<file path="config.mk">
export PLATFORM = sky130hd
export DESIGN_NAME = pll_reprog_seq
export DESIGN_NICKNAME = d
export VERILOG_FILES = /design/src/rtl/pll_seq_pkg.sv /design/src/rtl/frac_divider.sv /design/src/rtl/poll_timer.sv /design/src/rtl/pll_reprog_seq.sv
export SDC_FILE = /design/constraint.sdc
export NUM_CORES = 1
export LEC_CHECK = 0
export BUFFER_PORTS_ARGS = -buffer_cell sky130_fd_sc_hd__buf_4
export CORE_ASPECT_RATIO = 0.8
export CORE_UTILIZATION = 35
export DETAILED_ROUTE_END_ITERATION = 16
export PLACE_DENSITY = 0.59
export SLEW_MARGIN = 10
export SYNTH_ARGS = -nofsm -noshare
export SYNTH_HDL_FRONTEND = slang
export SYNTH_HIERARCHICAL = 1
export SYNTH_SLANG_ARGS = --single-unit
</file>
<file path="constraint.sdc">
create_clock -name clk -period 2.56 [get_ports clk]
set_input_delay 0.384 -clock clk [delete_from_list [all_inputs] [get_ports clk]]
set_output_delay 0.384 -clock clk [all_outputs]
set_load 0.05 [all_outputs]
</file>
<file path="src/rtl/pll_seq_pkg.sv">
package pll_seq_pkg;

   typedef enum logic [2:0] {
      ST_IDLE,
      ST_UNLOCK,
      ST_DIVWAIT,
      ST_RUN,
      ST_LOCK
   } seq_state_t;

   localparam int          HZ_PER_MHZ = 1000000;
   localparam int          FRAC_W     = 24;
   localparam logic [2:0]  POSTDIV_A  = 3'd1;
   localparam logic [2:0]  POSTDIV_B  = 3'd1;
   localparam logic [5:0]  REFDIV     = 6'd2;
   localparam logic [7:0]  SPREAD     = 8'h16;

   function automatic logic [31:0] pack_div_word();
      logic [31:0] w;
      w        = '0;
      w[2:0]   = POSTDIV_A;
      w[6:4]   = POSTDIV_B;
      w[13:8]  = REFDIV;
      return w;
   endfunction

   function automatic logic [31:0] pack_frac_word(input logic [FRAC_W-1:0] f);
      return {f, 8'h00};
   endfunction

   function automatic logic [31:0] pack_int_word(input logic [15:0] mhz);
      return {mhz, 15'd0, 1'b1};
   endfunction

endpackage

</file>
<file path="src/rtl/frac_divider.sv">
module frac_divider #(
   parameter int REM_W   = 20,
   parameter int Q_W     = 24,
   parameter int DIVISOR = 1000000
) (
   input  logic             clk,
   input  logic             rst_n,
   input  logic             go,
   input  logic [REM_W-1:0] rem,
   output logic             ready,
   output logic [Q_W-1:0]   quo
);
   localparam int R_W   = $clog2(DIVISOR) + 1;
   localparam int CNT_W = $clog2(Q_W + 1);

   logic [R_W-1:0]   rem_c;
   logic [R_W-1:0]   part_q;
   logic [R_W:0]     dbl;
   logic [CNT_W-1:0] cnt_q;
   logic             busy_q;

   always_comb begin
      rem_c = (32'(rem) >= 32'(DIVISOR)) ? R_W'(DIVISOR - 1) : R_W'(rem);
      dbl   = {part_q, 1'b0};
   end

   always_ff @(posedge clk or negedge rst_n) begin
      if (!rst_n) begin
         part_q <= '0;
         quo    <= '0;
         cnt_q  <= '0;
         busy_q <= 1'b0;
      end else if (go) begin
         part_q <= rem_c;
         quo    <= '0;
         cnt_q  <= CNT_W'(Q_W);
         busy_q <= 1'b1;
      end else if (busy_q) begin
         if (dbl >= (R_W+1)'(DIVISOR)) begin
            part_q <= R_W'(dbl - (R_W+1)'(DIVISOR));
            quo    <= {quo[Q_W-2:0], 1'b1};
         end else begin
            part_q <= R_W'(dbl);
            quo    <= {quo[Q_W-2:0], 1'b0};
         end
         cnt_q <= cnt_q - 1'b1;
         if (cnt_q == CNT_W'(1)) busy_q <= 1'b0;
      end
   end

   assign ready = !busy_q;

endmodule

</file>
<file path="src/rtl/poll_timer.sv">
module poll_timer #(
   parameter int POLL_US = 100,
   parameter int NPOLL   = 2500
) (
   input  logic clk,
   input  logic rst_n,
   input  logic enable,
   input  logic us_tick,
   output logic poll_now,
   output logic poll_last
);
   localparam int TW = (POLL_US > 1) ? $clog2(POLL_US) : 1;
   localparam int PW = (NPOLL > 1) ? $clog2(NPOLL) : 1;

   logic [TW-1:0] tick_q;
   logic [PW-1:0] poll_q;
   logic          at_edge;

   assign at_edge   = (tick_q == TW'(POLL_US - 1));
   assign poll_now  = enable && us_tick && at_edge;
   assign poll_last = (poll_q == PW'(NPOLL - 1));

   always_ff @(posedge clk or negedge rst_n) begin
      if (!rst_n) begin
         tick_q <= '0;
         poll_q <= '0;
      end else if (!enable) begin
         tick_q <= '0;
         poll_q <= '0;
      end else if (us_tick) begin
         if (at_edge) begin
            tick_q <= '0;
            poll_q <= poll_q + 1'b1;
         end else begin
            tick_q <= tick_q + 1'b1;
         end
      end
   end

endmodule

</file>
<file path="src/rtl/pll_reprog_seq.sv">
module pll_reprog_seq
   import pll_seq_pkg::*;
#(
   parameter int INT_W      = 8,
   parameter int REM_W      = 20,
   parameter int POLL_US    = 100,
   parameter int TIMEOUT_US = 250000
) (
   input  logic             clk,
   input  logic             rst_n,
   input  logic             start_i,
   input  logic [INT_W-1:0] mhz_i,
   input  logic [REM_W-1:0] rem_hz_i,
   input  logic             lock_i,
   input  logic             us_tick_i,
   output logic [31:0]      cfg_div_o,
   output logic [31:0]      cfg_frac_o,
   output logic [31:0]      cfg_int_o,
   output logic [31:0]      cfg_spread_o,
   output logic             pll_run_o,
   output logic             ssc_en_o,
   output logic             dspread_en_o,
   output logic             done_o,
   output logic             err_o
);
   localparam int NPOLL = TIMEOUT_US / POLL_US;

   if (INT_W < 1 || INT_W > 16) begin : g_bad_int_w
      $error("INT_W must lie in 1..16");
   end
   if (REM_W < 1 || REM_W > 31) begin : g_bad_rem_w
      $error("REM_W must lie in 1..31");
   end
   if (POLL_US < 1 || TIMEOUT_US < POLL_US) begin : g_bad_poll
      $error("need 1 <= POLL_US <= TIMEOUT_US");
   end

   seq_state_t        state_q;
   logic [INT_W-1:0]  mhz_q;
   logic              accept;
   logic              in_wait;
   logic              poll_now;
   logic              poll_last;
   logic              div_ready;
   logic [FRAC_W-1:0] frac;

   assign accept  = start_i && (state_q == ST_IDLE);
   assign in_wait = (state_q == ST_UNLOCK) || (state_q == ST_LOCK);

   frac_divider #(
      .REM_W  (REM_W),
      .Q_W    (FRAC_W),
      .DIVISOR(HZ_PER_MHZ)
   ) u_div (
      .clk  (clk),
      .rst_n(rst_n),
      .go   (accept),
      .rem  (rem_hz_i),
      .ready(div_ready),
      .quo  (frac)
   );

   poll_timer #(
      .POLL_US(POLL_US),
      .NPOLL  (NPOLL)
   ) u_poll (
      .clk      (clk),
      .rst_n    (rst_n),
      .enable   (in_wait),
      .us_tick  (us_tick_i),
      .poll_now (poll_now),
      .poll_last(poll_last)
   );

   always_ff @(posedge clk or negedge rst_n) begin
      if (!rst_n) begin
         state_q      <= ST_IDLE;
         mhz_q        <= '0;
         cfg_div_o    <= '0;
         cfg_frac_o   <= '0;
         cfg_int_o    <= '0;
         cfg_spread_o <= '0;
         pll_run_o    <= 1'b1;
         ssc_en_o     <= 1'b0;
         dspread_en_o <= 1'b0;
         done_o       <= 1'b0;
         err_o        <= 1'b0;
      end else begin
         done_o <= 1'b0;
         unique case (state_q)
            ST_IDLE: begin
               if (start_i) begin
                  mhz_q     <= mhz_i;
                  pll_run_o <= 1'b0;
                  err_o     <= 1'b0;
                  state_q   <= ST_UNLOCK;
               end
            end
            ST_UNLOCK: begin
               if (poll_now) begin
                  if (!lock_i) begin
                     state_q <= ST_DIVWAIT;
                  end else if (poll_last) begin
                     err_o   <= 1'b1;
                     done_o  <= 1'b1;
                     state_q <= ST_IDLE;
                  end
               end
            end
            ST_DIVWAIT: begin
               if (div_ready) begin
                  cfg_div_o    <= pack_div_word();
                  cfg_frac_o   <= pack_frac_word(frac);
                  cfg_int_o    <= pack_int_word(16'(mhz_q));
                  cfg_spread_o <= {24'd0, SPREAD};
                  state_q      <= ST_RUN;
               end
            end
            ST_RUN: begin
               pll_run_o    <= 1'b1;
               ssc_en_o     <= 1'b1;
               dspread_en_o <= 1'b1;
               state_q      <= ST_LOCK;
            end
            ST_LOCK: begin
               if (poll_now) begin
                  if (lock_i) begin
                     done_o  <= 1'b1;
                     state_q <= ST_IDLE;
                  end else if (poll_last) begin
                     err_o   <= 1'b1;
                     done_o  <= 1'b1;
                     state_q <= ST_IDLE;
                  end
               end
            end
            default: state_q <= ST_IDLE;
         endcase
      end
   end

endmodule

</file>
==> reports/metrics.yaml, run 1 <==
sta:
  layout_min_cycle_time_ns: 2.51
  slew_violations: 0
  worstMarginPinSlew_ns: 0.724
  max_slew_margin_pct: 51.4
  hold_viol: 0
  max_freq_ghz: 0.399
  fin_skew_ns: 0.00556
  post-route-period-util_pct: 98.0
  rsz0062_at_grt: "true"
  setup_viol: 0
  worst_slack_ns: 0.0508
route:
  num_vias: 4460
  drt-initial-drc-count: 219
  drt_wl_total_um: 13300
  dr.pass1.iters: 4
  routed_via_density: 4.56
  drc_errors: 0
  ant_nets: 0
  post_drt_wl_per_cell_um: 13.6
grt:
  grt_pass1_vias: 4171
  grt_max_degree: 49
  overflow: 0
  track_usage_pct: 14.1
  grt_pass1_wl_um: 21600
  grt_antenna_before_repair: 0
logic_synthesis:
  ys_seq_area_share_pct: 45.1
  yosys-top-cells-area: "dfrtp_1, buf_4, mux2_4, mux2i_1, nor2_1"
  ys_dominant_reg_cell: "dfrtp_1"
  synth.most_common_cell: "dfrtp_1"
  synth_cell_types: 63
  synth_edf_count: 0
  ys_async_sr_fraction_pct: 100
  synth_cells: 624
  avgSynthCellArea_um2: 10.5
  synthTopCellsByCount: "dfrtp_1, buf_4, nor2_1"
  synth_seq_cells: 118
  yosysWarnings: 6
  syn_area_um2: 6550
  synth_top_area_share_pct: 44.7
  synth_largest_area_cell: "dfrtp_1"
power_and_ir_drop:
  leakagePower_uw: 0.00378
  cellPowerDensity_nw_per_um2: 962
  irDropWorstVdd_mv: 0.473
placement:
  dp_slack_ns: 0.0691
  gp_congestion: 0.806
  port_buffers: 76
  dp_hpwl_um: 8960
  placed_cells: 941
clocking:
  cts_made_buffers: 17
  cts.sinks: 118
  cts.path.max_buffers: 2
  clk_pin_slew_ns: 0.06
  cts_root_buf: "clkbuf_16"
  htree_levels: 4
  cts_tree: "built"
  clk_latency_ns: 0.41
worst_setup_path:
  cp-end-kind: "flop"
  path_class: "flop to flop"
  cp_slowest_cell: "or4_4"
  critPathMaxFanout: 4
  cp_cell_sequence: "ha_2, inv_1, or4_1, or4_4, nor4b_4, buf_4, nor2_2, nor3b_2, a31oi_1, nor3_1"
  slowest_delay_ns: 0.54
  required_ns: 2.88
  cp.arrival_ns: 2.83
  startpoint_type: "flop"
job:
  cap_violations: 0
floorplanning:
  chipHeight_um: 124
  ios: 166
  coreArea_um2: 18200
  row_count: 44
  die_w_um: 155
  initial_core_util_pct: 35.9
  die_area_um2: 19300
final_layout:
  stdcell_count: 977
  fin_nets: 749
  antenna_cells: 0
  area_delta_synth_final_pct: 18.8
  drive_gt1_share_pct: 26.5
run_status:
  outcome: "complete, no violations"
worst_hold_path:
  min_path_type: "input pin to flop"
==> layout make-up <==
class	instances	area [µm²]
inverter	13	48.8
tap	253	317
multi-input combinational	457	3030
sequential	118	2960
timing repair buffer	104	808
clock buffer	19	443
clock inverter	13	174
fill	1782	10400
==> final timing paths <==
kind / endpoint / slack [ns] / depth (start not counted) / startpoint
min reg2reg: cfg_frac_o[15] / 0.49 / 1 / cfg_frac_o[15]
max reg2reg: done_o / 0.05 / 10 / u_poll/poll_q[0]
max: done_o / 0.05 / 10 / u_poll/poll_q[0]
min in group asynchronous: u_div/part_q[17] / 0.45 / 2 / rst_n
min: mhz_q[5] / 0.20 / 2 / mhz_i[5]
max in group asynchronous: cfg_frac_o[16] / 1.44 / 3 / rst_n
==> timing repair <==
action,CTS,global route
hold buffers,1,0
endpoints found under the hold margin,25,0
setup buffers,0,3
resized for setup,0,8
endpoints found under the setup margin,0,9
==> cell usage in the layout (no fill, tap or decap), drive strengths merged, types with 5 or more instances in the layout <==
cell type  instances
nand3             14
nor3              15
a21oi             30
nor2              63
nand2             26
nand2b            10
buf              103
dfrtp            117
conb              89
ha                 5
o22a               5
o21ai             13
inv               14
mux2i             31
nor4               9
mux2              44
clkbuf            19
or4                7
or3                9
nor3b              8
xnor2             11
nor2b              6
nand4              6
clkinv             6
==> sequential cells by signal, summed over array words and instances, names as in the netlist, 3 cells and up <==
signal         cells
u_div/quo         24
state_q            3
u_poll/poll_q     12
cfg_frac_o        24
u_div/part_q      21
mhz_q              8
u_poll/tick_q      7
u_div/cnt_q        5
cfg_int_o          9
==> critical path: cells and delay by family, from the launching register on <==
kind,cells,cell delay (ns)
compound gates,1,0.05
simple gates,6,1.60
buf+inv,2,0.21
flops,1,0.38
fa+ha+maj,1,0.19
==> per-layer routing <==
| layer | GRT usage (%) | up-vias | routed length (µm) |
|---|---|---|---|
| met5 | 0 | - | 0 |
| met1 | 20.7 | 2182 | 6870 |
| met4 | 3.84 | 0 | 98 |
| met2 | 19.8 | 100 | 5670 |
| met3 | 4.14 | 11 | 621 |
| li1 | - | 2167 | - |
==> report_power, final <==
group / switching, µW / internal, µW
combinational: 1290 / 941
clock: 891 / 1570
sequential: 454 / 2330
==> cells by family after synthesis <==
kind of cell | Yosys count | synth area share [%]
compound gates | 85 | 8.44
xor+xnor | 14 | 1.87
fa+ha+maj | 5 | 0.955
buf+inv | 137 | 14.1
flops | 118 | 45.1
mux | 75 | 14.0
other cells | 1 | 0.0573
simple gates | 189 | 15.5
==> metrics by stage <==
step	hold WS, ns	setup TNS [ns]	util (%)	area, µm²	total power, µW
after floorplan	0.0884	0	-	6880	4600
after global placement	0.343	0	38.9	7100	5010
after detailed placement	0.348	0	38.9	7100	5050
after CTS	0.182	0	42.4	7720	7560
after global routing	0.187	-0.123	42.7	7780	7970
final	0.203	0	42.7	7780	7480
No activity file was read; power rests on OpenSTA's default activity.
==> run 2, diff against run 1 <==
--- a/config.mk
+++ b/config.mk
@@ -10,6 +10,7 @@
 export CORE_UTILIZATION = 35
 export DETAILED_ROUTE_END_ITERATION = 16
 export PLACE_DENSITY = 0.59
+export SETUP_SLACK_MARGIN = 0.3
 export SLEW_MARGIN = 10
 export SYNTH_ARGS = -nofsm -noshare
 export SYNTH_HDL_FRONTEND = slang
==> run 2 against run 1 <==
Effect of this change:
- design area rose by 0.87%
- clock skew increased by 0.0054 ns
- utilization increased by 0.37 points
- sequential share of layout area fell by 0.31 points
- critical endpoint unchanged
- largest power group unchanged
==> reports/metrics.yaml, run 2 (synthesized netlist as in run 1, its figures left out) <==
worst_setup_path:
  cp_slowest_cell: "or4_4"
  r2r_cells: 9  # -1
  critPathMaxFanout: 4  # unchanged
  cp.arrival_ns: 2.83  # about the same
  critical-path-top-delay-family: "simple AND/OR/NAND/NOR gates"
  cp-end-kind: "flop"
  crit_top_cell: "or4_4"
  cp_cell_sequence: "ha_2, inv_2, or4_4, or4_4, nor4b_4, nor2_2, nor3b_2, a31oi_1, nor3_1"
  path_class: "flop to flop"
  slowest_delay_ns: 0.54  # about the same
  required_ns: 2.89  # about the same
  r2r-start: "u_poll/poll_q[0]"
  crit_start: "u_poll/poll_q[0]"
  path_buf_inv: 1  # -1
  path_depth: 9  # -1
  startpoint_type: "flop"
sta:
  slew_violations: 0  # unchanged
  setup_tns_ns: 0  # unchanged
  layout_min_cycle_time_ns: 2.50  # -0.0128 ns
  timing.hold.ws_ns: 0.197  # -0.00572 ns
  max_slew_margin_pct: 50.4  # -1.0 points
  rsz0062_at_grt: "true"
  max_freq_ghz: 0.401  # +0.51%
  worstMarginPinSlew_ns: 0.744  # +0.0199 ns
  hold_viol: 0  # unchanged
  post-route-period-util_pct: 97.5  # -0.50 points
  setup_viol: 0  # unchanged
  fin_skew_ns: 0.0110  # +0.00543 ns
route:
  wl_met3_um: 862  # +39%
  dr.pass1.iters: 4  # unchanged
  post_drt_wl_per_cell_um: 13.7  # +1.1%
  drc_errors: 0  # unchanged
  drt_wl_total_um: 13400  # +1.4%
  wl_met2_um: 5630  # -0.60%
  num_vias: 4518  # +1.3%
  wl_met1_um: 6820  # -0.74%
  drt-initial-drc-count: 303  # +38%
  ant_nets: 0  # unchanged
  highest_layer: "met4"
  routed_via_density: 4.61  # +0.99%
power_and_ir_drop:
  total_power_uw: 7660  # +2.4%
  clkPwrFrac_pct: 32.7  # -0.2 points
  p_sw_uw: 2760  # +4.4%
  irDropWorstVdd_mv: 0.510  # +7.8%
  leakagePower_uw: 0.00381  # +0.71%
  power_frac_seq_pct: 36.5  # -0.8 points
  cellPowerDensity_nw_per_um2: 976  # +1.5%
  swShare_pct: 36.0  # +0.71 points
  p_int_uw: 4900  # +1.2%
  power_frac_comb_pct: 30.8  # +0.9 points
grt:
  grt_pass1_wl_um: 21700  # +0.19%
  grt_max_degree: 52  # +6.1%
  track_usage_pct: 14.3  # +0.23 points
  grt_pass1_vias: 4115  # -1.3%
  overflow: 0  # unchanged
  grt_antenna_before_repair: 0  # unchanged
clocking:
  cts_root_buf: "clkbuf_16"
  htree_levels: 4  # unchanged
  cts_made_buffers: 17  # unchanged
  cts.sinks: 118  # unchanged
  cts.path.max_buffers: 2  # unchanged
  cts_tree: "built"
  clk_latency_ns: 0.42  # about the same
  clk_pin_slew_ns: 0.06  # about the same
placement:
  place_area_um2: 7090  # about the same
  dp_hpwl_um: 8960  # about the same
  placed_cells: 938  # -0.32%
  gp_congestion: 0.842  # +4.5%
  port_buffers: 76  # unchanged
floorplanning:
  die_area_um2: 19300  # unchanged
  initial_core_util_pct: 35.9  # unchanged
  coreArea_um2: 18200  # unchanged
  ios: 166  # unchanged
  row_count: 44  # unchanged
  die_w_um: 155  # unchanged
  chipHeight_um: 124  # unchanged
run_status:
  outcome: "complete, no violations"
final_layout:
  final.fill_count: 1757  # -1.4%
  antenna_cells: 0  # unchanged
  largestRegisters: "cfg_frac_o: 24 flops, u_div/quo: 24 flops, u_div/part_q: 21 flops"
  drive_gt1_share_pct: 28.2  # +1.7 points
  regArea_um2: 2960  # about the same
  layout_commonest_cell: "dfrtp_1"
  most-common-layout-cells: "dfrtp_1, buf_4, conb_1, nor2_1, mux2i_1"
  design_area_um2: 7850  # +0.87%
  stdcell_count: 980  # +0.31%
  multiInputGateArea_um2: 3080  # +1.6%
  area_delta_synth_final_pct: 19.8
  fin_nets: 752  # +0.40%
worst_hold_path:
  min_path_type: "input pin to flop"
  holdPathStages: 2  # unchanged
  min_from: "mhz_i[1]"
job:
  cap_violations: 0  # unchanged
-- run 2: cell type report --
class / instances / area share, %
Clock buffer: 17 / 5.42
Inverter: 13 / 0.622
Tap cell: 253 / 4.03
Multi-Input combinational cell: 458 / 39.3
Timing Repair Buffer: 106 / 10.5
Clock inverter: 15 / 2.42
Sequential cell: 118 / 37.7
-- run 2: timing repair --
item,4_1_cts,5_1_grt
resized for setup,4,14
cloned,0,1
pin swaps,0,10
buffers inserted,1,7
hold endpoints to repair,35,0
setup endpoints to repair,16,14
hold buffers,1,0
-- run 2: path summary, 6_finish.rpt --
path	slack [ns]	endpoint
min in group asynchronous	0.49	cfg_frac_o[13]
max in group asynchronous	1.32	u_div/quo[21]
max reg2reg	0.06	done_o
min	0.20	mhz_q[1]
min reg2reg	0.49	cfg_frac_o[17]
max	0.06	done_o
-- run 2: per-layer routing --
layer  vias to the layer above  GRT usage [%]
li1                       2187              -
met1                      2200           21.3
met2                       121           19.4
met3                        10           4.18
met4                         0           4.83
met5                         -              0
-- run 2: metrics by stage --
stage	worst slack (ns)	util (%)
6_report	0.0636	43.1
5_1_grt	-0.107	43.1
4_1_cts	0.126	42.5
3_5_place_dp	0.0889	38.9
3_3_place_gp	0.162	38.9
2_1_floorplan	0.269	-
-- run 2: power by group through the flow --
stage          combinational (µW)  clock (µW)  sequential, µW
2_1_floorplan                1930           0            2670
3_3_place_gp                 2220           0            2800
3_5_place_dp                 2240           0            2810
4_1_cts                      2260        2560            2780
5_1_grt                      2620        2650            2870
6_report                     2360        2500            2800
-- run 2: worst register-to-register path, stage by stage, from the launching register on --
cell and delay, ns:
dfrtp_1 0.38, ha_2 0.20, inv_2 0.04, or4_4 0.41, or4_4 0.54, nor4b_4 0.37
nor2_2 0.08, nor3b_2 0.18, a31oi_1 0.06, nor3_1 0.17
